File: src/rtl/macu_pkg.sv
package macu_pkg;

   // Instruction field positions; the decode depends on them.
   localparam int unsigned OPC_LSB = 26;
   localparam int unsigned DST_LSB = 11;
   localparam int unsigned SUB_LSB = 6;
   localparam int unsigned FUN_LSB = 0;

   localparam logic [5:0] FN_MADD   = 6'b101000;
   localparam logic [5:0] FN_NEG_S  = 6'b011000;
   localparam logic [5:0] FN_NEG_U  = 6'b011001;
   localparam logic [5:0] FN_LOADD  = 6'b101001;

   typedef struct packed {
      logic legal;      // word recognised
      logic is_uns;     // operands unsigned
      logic use_acc;    // base is accumulator, else zero
      logic negate;     // subtract product
      logic take_high;  // writeback upper half
      logic write_rd;   // general register written
      logic lo_only;    // full-width add into LO only
   } macu_ctl_t;

endpackage

File: src/rtl/macu_decode.sv
module macu_decode
   import macu_pkg::*;
(
   input  logic [5:0] opc,
   input  logic [4:0] dst,
   input  logic [4:0] sub,
   input  logic [5:0] fun,
   output macu_ctl_t  ctl
);

   always_comb begin
      ctl = '0;
      if (opc == 6'b000000) begin
         unique case (fun)
            FN_MADD: begin
               unique case (sub)
                  5'b00000: begin
                     if (dst == 5'd0) begin
                        ctl.legal   = 1'b1;
                        ctl.use_acc = 1'b1;
                     end
                  end
                  5'b00100, 5'b00101, 5'b01100, 5'b01101: begin
                     ctl.legal     = 1'b1;
                     ctl.write_rd  = 1'b1;
                     ctl.is_uns    = sub[0];
                     ctl.take_high = sub[3];
                  end
                  5'b00010, 5'b00011, 5'b01010, 5'b01011: begin
                     ctl.legal     = 1'b1;
                     ctl.write_rd  = 1'b1;
                     ctl.use_acc   = 1'b1;
                     ctl.is_uns    = sub[0];
                     ctl.take_high = sub[3];
                  end
                  default: ctl = '0;
               endcase
            end
            FN_NEG_S, FN_NEG_U: begin
               unique case (sub)
                  5'b00011, 5'b01011, 5'b00111, 5'b01111: begin
                     ctl.legal     = 1'b1;
                     ctl.write_rd  = 1'b1;
                     ctl.negate    = 1'b1;
                     ctl.is_uns    = fun[0];
                     ctl.use_acc   = sub[2];
                     ctl.take_high = sub[3];
                  end
                  default: ctl = '0;
               endcase
            end
            FN_LOADD: begin
               if (dst == 5'd0 && sub == 5'd0) begin
                  ctl.legal   = 1'b1;
                  ctl.use_acc = 1'b1;
                  ctl.lo_only = 1'b1;
               end
            end
            default: ctl = '0;
         endcase
      end
   end

endmodule

File: src/rtl/macu_mult.sv
module macu_mult #(
   parameter int unsigned OPW     = 32,
   parameter int unsigned VARIANT = 0
) (
   input  logic [OPW-1:0]   opa,
   input  logic [OPW-1:0]   opb,
   input  logic             is_uns,
   output logic [2*OPW-1:0] prod
);

   localparam int unsigned PW = 2 * OPW;

   if (VARIANT > 1) begin : g_bad_variant
      $error("macu_mult: VARIANT must be 0 or 1");
   end

   if (VARIANT == 0) begin : g_ext
      // one signed multiplier on operands widened by one bit
      logic signed [OPW:0]    ea;
      logic signed [OPW:0]    eb;
      logic signed [PW+1:0]   full;
      assign ea   = {~is_uns & opa[OPW-1], opa};
      assign eb   = {~is_uns & opb[OPW-1], opb};
      assign full = ea * eb;
      assign prod = full[PW-1:0];
   end else begin : g_dual
      // separate signed and unsigned multipliers, muxed
      logic signed [PW-1:0] sp;
      logic        [PW-1:0] up;
      assign sp   = $signed(opa) * $signed(opb);
      assign up   = {{OPW{1'b0}}, opa} * {{OPW{1'b0}}, opb};
      assign prod = is_uns ? up : sp;
   end

endmodule

File: src/rtl/macu_acc.sv
module macu_acc #(
   parameter int unsigned XLEN = 64,
   parameter int unsigned OPW  = 32
) (
   input  logic            clk,
   input  logic            rst_n,
   input  logic            upd_en,
   input  logic            use_acc,
   input  logic            negate,
   input  logic            lo_only,
   input  logic [XLEN-1:0] prod,
   output logic [XLEN-1:0] acc_new,
   output logic [XLEN-1:0] hi_q,
   output logic [XLEN-1:0] lo_q
);

   localparam int unsigned EXT = XLEN - OPW;

   logic [XLEN-1:0] acc_cur;
   logic [XLEN-1:0] base;
   logic [XLEN-1:0] term;
   logic [XLEN-1:0] lo_sum;

   assign acc_cur = {hi_q[OPW-1:0], lo_q[OPW-1:0]};
   assign base    = use_acc ? acc_cur : '0;
   assign term    = negate ? (~prod + XLEN'(1)) : prod;
   assign acc_new = base + term;
   assign lo_sum  = lo_q + prod;

   always_ff @(posedge clk or negedge rst_n) begin
      if (!rst_n) begin
         hi_q <= '0;
         lo_q <= '0;
      end else if (upd_en) begin
         if (lo_only) begin
            lo_q <= lo_sum;
         end else begin
            hi_q <= {{EXT{acc_new[XLEN-1]}}, acc_new[XLEN-1:OPW]};
            lo_q <= {{EXT{acc_new[OPW-1]}}, acc_new[OPW-1:0]};
         end
      end
   end

endmodule

File: src/rtl/mac_hilo_unit.sv
module mac_hilo_unit
   import macu_pkg::*;
#(
   parameter int unsigned XLEN         = 64,
   parameter int unsigned OPW          = 32,
   parameter int unsigned IW           = 32,
   parameter int unsigned RIDX         = 5,
   parameter int unsigned MULT_VARIANT = 0
) (
   input  logic            clk,
   input  logic            rst_n,
   input  logic            instr_valid,
   input  logic [IW-1:0]   instr_word,
   input  logic [XLEN-1:0] src_a,
   input  logic [XLEN-1:0] src_b,
   output logic            wb_en,
   output logic [RIDX-1:0] wb_idx,
   output logic [XLEN-1:0] wb_data,
   output logic            unsupported,
   output logic [XLEN-1:0] hi_q,
   output logic [XLEN-1:0] lo_q
);

   localparam int unsigned EXT = XLEN - OPW;

   if (XLEN != 2 * OPW) begin : g_bad_width
      $error("mac_hilo_unit: XLEN must be twice OPW");
   end
   if (IW != 32 || RIDX != 5) begin : g_bad_fmt
      $error("mac_hilo_unit: instruction format needs IW=32, RIDX=5");
   end

   macu_ctl_t       ctl;
   logic [XLEN-1:0] prod;
   logic [XLEN-1:0] acc_new;
   logic            unused_bits;

   assign unused_bits = ^{instr_word[25:16], src_a[XLEN-1:OPW], src_b[XLEN-1:OPW]};

   macu_decode u_dec (
      .opc (instr_word[OPC_LSB +: 6]),
      .dst (instr_word[DST_LSB +: 5]),
      .sub (instr_word[SUB_LSB +: 5]),
      .fun (instr_word[FUN_LSB +: 6]),
      .ctl (ctl)
   );

   macu_mult #(.OPW(OPW), .VARIANT(MULT_VARIANT)) u_mul (
      .opa    (src_a[OPW-1:0]),
      .opb    (src_b[OPW-1:0]),
      .is_uns (ctl.is_uns),
      .prod   (prod)
   );

   macu_acc #(.XLEN(XLEN), .OPW(OPW)) u_acc (
      .clk     (clk),
      .rst_n   (rst_n),
      .upd_en  (instr_valid & ctl.legal),
      .use_acc (ctl.use_acc),
      .negate  (ctl.negate),
      .lo_only (ctl.lo_only),
      .prod    (prod),
      .acc_new (acc_new),
      .hi_q    (hi_q),
      .lo_q    (lo_q)
   );

   assign wb_en       = instr_valid & ctl.legal & ctl.write_rd;
   assign wb_idx      = instr_word[DST_LSB +: RIDX];
   assign wb_data     = ctl.take_high ? {{EXT{acc_new[XLEN-1]}}, acc_new[XLEN-1:OPW]}
                                      : {{EXT{acc_new[OPW-1]}}, acc_new[OPW-1:0]};
   assign unsupported = instr_valid & ~ctl.legal;

endmodule

File: config.mk
export PLATFORM = sky130hd
export DESIGN_NAME = mac_hilo_unit
export DESIGN_NICKNAME = d
export VERILOG_FILES = /design/src/rtl/macu_pkg.sv /design/src/rtl/macu_decode.sv /design/src/rtl/macu_mult.sv /design/src/rtl/macu_acc.sv /design/src/rtl/mac_hilo_unit.sv
export SDC_FILE = /design/constraint.sdc
export NUM_CORES = 2
export LEC_CHECK = 0
export BUFFER_PORTS_ARGS = -buffer_cell sky130_fd_sc_hd__buf_4
export CORE_MARGIN = 3
export CORE_UTILIZATION = 60
export CTS_CLUSTER_SIZE = 10
export DETAILED_ROUTE_END_ITERATION = 16
export PLACE_DENSITY = 0.79
export SKIP_LAST_GASP = 1
export SLEW_MARGIN = 25
export SYNTH_ARGS = -nofsm -noshare
export SYNTH_HDL_FRONTEND = slang
export SYNTH_SLANG_ARGS = --single-unit
File: constraint.sdc
create_clock -name clk -period 16 [get_ports clk]
set_input_delay 0.8 -clock clk [delete_from_list [all_inputs] [get_ports clk]]
set_output_delay 0.8 -clock clk [all_outputs]
set_load 0.02 [all_outputs]
==> key figures <==
GRT
  • Total global-route track usage: a little under a third
  • Total grt overflow: 0
  • First-pass GRT wire length: 227000 µm
  • Pin count of the biggest net entering global routing: 69
  • Initial antenna violation count: 2
  • Number of global-route vias before repair: around 43k

CTS
  • TritonCTS clock tree: built
  • Worst skew pair latency: ~0.38 ns
  • Cts bufs inserted: 9
  • Clock-pin slew reported for the worst setup and hold paths after clock tree synthesis: around 0.07 ns
  • CTS Buffer Depth: 2
  • CTS Hold Bufs: 0
  • H-tree depth: 3
  • Clk sinks: 96
  • Clock Tree Root: clkbuf_16

Critical path
  • Largest stage delay, worst path: between 0.6 and 0.7 ns
  • Crit path capture type: primary output
  • Critical path buffers and inverters: 9
  • Flop-to-flop setup slack: approximately 11 ns
  • Slowest cell on crit path: fa_1
  • CP most frequent cell: fa_1
  • CP Max Fanout: 33
  • Crit path DAT: 14.24 ns
  • Setup CP Type: in -> out
  • Worst Path Required: 15.20 ns
  • Nature of the critical path startpoint: input port
  • Cell family with the largest share of critical-path delay: adder cells

Cells and area
  • Commonest non-fill, non-tap cell in the layout: fa_1
  • Final Cell Area: 0.0536 mm²
  • Commonest cells after routing, fill and taps aside: fa_1, inv_1, nand2_1, and2_1, ha_1
  • Final nets: 7611
  • Area grow syn2layout: 4.75%
  • # fillers: 7080
  • Fraction of layout cells with a size suffix above 1: 6.45%
  • Final Instance Count excl. Fillers: 7121

STA
  • Final min period: 15.04 ns
  • WHS: 0.431 ns
  • Max-slew violations: 0
  • RSZ-0062 raised after global routing: false
  • Layout Skew: 0.00846 ns
  • Final setup fails: 0
  • Setup TNS: 0 ns
  • Slew HR: 26.8%
  • Fmax: 0.0665 GHz
  • Final hold vios: 0
  • Worst slew pin tran: 1.08 ns
  • Share of the clock period used by the worst path: 94.0%

Drt
  • Detail Route Antenna Nets: 0
  • Pre-Repair DR Iteration Count: 6
  • Vias: 41.5k
  • Total wire length: 139000 µm
  • Avg WL per Cell: between 15 and 20 µm
  • DR vias/cell: 5.83
  • DR DRC count: 0
  • Iteration-0 DRC count of the detailed router: 3149

Placement
  • Port Buffers: 287
  • Dpl cells: around 7.1k
  • Final Wtd Congestion: 0.977
  • Detailed placement HPWL: 115000 µm
  • Cell Area, Placed: ~0.053 mm²

Yosys
  • FFs w/ async S/R, synth: 100%
  • Mapped Area: 0.0512 mm²
  • Mapped Cells: between 6k and 7k
  • Yosys reg bits: 96
  • Syn Nets: 7656
  • Synth warnings: 0
  • Mean Syn Cell Area: 8.50 µm²
  • Synth unique cells: 89
  • Register area share after synthesis: 4.69%
  • EDFF count, synth: 0
  • Top FF cell, synth: dfrtp_1

Run status
  • Outcome: finished, final reports clean

Floorplan
  • Die Width: just under 300 µm
  • Core ar.: 0.0841 mm²
  • Die area: roughly 0.09 mm²
  • Starting density of the core: between 60% and 70%
  • Std-Cell Rows: around 110
  • I/O Pins: 362
  • DIE HEIGHT: 298 µm

Worst hold path
  • Hold Path Class: in -> async

Run
  • Max Cap Violations: 0
[cell type report]
| cell class | count | area (µm²) | share of cell area [%] |
|---|---|---|---|
| clock inverter | 5 | 68.8 | 0.128 |
| inverter | 1125 | 4220 | 7.87 |
| clock buffer | 10 | 239 | 0.446 |
| sequential | 96 | 2400 | 4.48 |
| antenna | 1 | 2.50 | 0.00467 |
| timing repair buffer | 305 | 2290 | 4.27 |
| tap | 1134 | 1420 | 2.65 |
| multi-input combinational | 4445 | 43000 | 80.2 |
[synth_stat cells, drive strengths merged, types with 7 or more instances]
cell type	instances	area [µm²]
fa	1127	22600
inv	1125	4220
nand2	1070	4020
and2	375	2350
ha	339	4240
clkbuf	281	1050
a21oi	252	1260
o21ai	225	1130
nor2	189	709
xnor2	173	1520
dfrtp	96	2400
a21o	90	676
buf	80	571
xor2	76	666
nand3	46	230
nand4	45	288
nor3	41	205
o21bai	30	225
nor2b	28	175
a31oi	27	175
o21a	26	195
or2	26	163
a211oi	21	173
nand2b	21	131
o31ai	21	158
and3	13	81.3
nor4	13	109
a2111oi	12	130
o211ai	12	90.1
or3	12	76.3
mux2i	11	110
or4	11	97.6
a21boi	7	52.6
a31o	7	61.3
and4	7	61.3
o41ai	7	61.3
[path summary, 6_finish.rpt]
| check | from | to | cells after the start |
|---|---|---|---|
| worst max-delay path | instr_word[1] | wb_data[62] | 50 |
| worst min-delay path | rst_n | u_acc.hi_q[27] | 1 |
| worst max register to register | u_acc.lo_q[0] | u_acc.lo_q[62] | 16 |
| worst min register to register | u_acc.hi_q[26] | u_acc.hi_q[26] | 2 |
| max in group asynchronous | rst_n | u_acc.hi_q[31] | 2 |
| min in group clk | u_acc.hi_q[26] | u_acc.hi_q[26] | 2 |
[flip-flops by register name, summed over array words and instances (netlist names)]
name / flops
u_acc.hi_q: 32
u_acc.lo_q: 64
[cell families after synthesis]
family / Yosys count / share of synthesized area [%]
simple gates: 1913 / 17.2
buf+inv: 1486 / 11.4
fa+ha+maj: 1466 / 52.3
compound gates: 801 / 9.71
xor+xnor: 249 / 4.26
flops: 96 / 4.69
mux: 16 / 0.325
[metal layers]
| metal | GRT usage [%] | up-vias | routed length (µm) |
|---|---|---|---|
| li1 | - | 18300 | - |
| met5 | 0 | - | 13 |
| met4 | 11.7 | 2 | 5620 |
| met3 | 3.83 | 323 | 9960 |
| met1 | 42.1 | 21100 | 53900 |
| met2 | 54.7 | 1782 | 69500 |
[timing repair]
item,CTS,global route
endpoints found under the setup margin,0,33
buffers inserted,0,0
gates resized for setup,0,1
[worst reg2reg max path: cells and delay by family, from the launching register on]
family                   cells  cell delay, ns
AND/OR/NAND/NOR              3            0.48
adder cells (fa/ha/maj)      2            0.73
AO/OA/AOI/OAI               10            3.53
flip-flops                   1            0.43
XOR/XNOR                     1            0.18
[through the flow]
stage | worst slack (ns) | util [%]
after floorplan | 2.01 | -
after global placement | 1.28 | 63.4
after global routing | 0.0969 | 63.8
after detailed placement | 1.01 | 63.4
after CTS | 0.926 | 63.8
final | 0.957 | 63.8
Power is left out: the tool's default activity adds up to more than one toggle a clock period on the data nets, which glitch-free logic cannot reach.
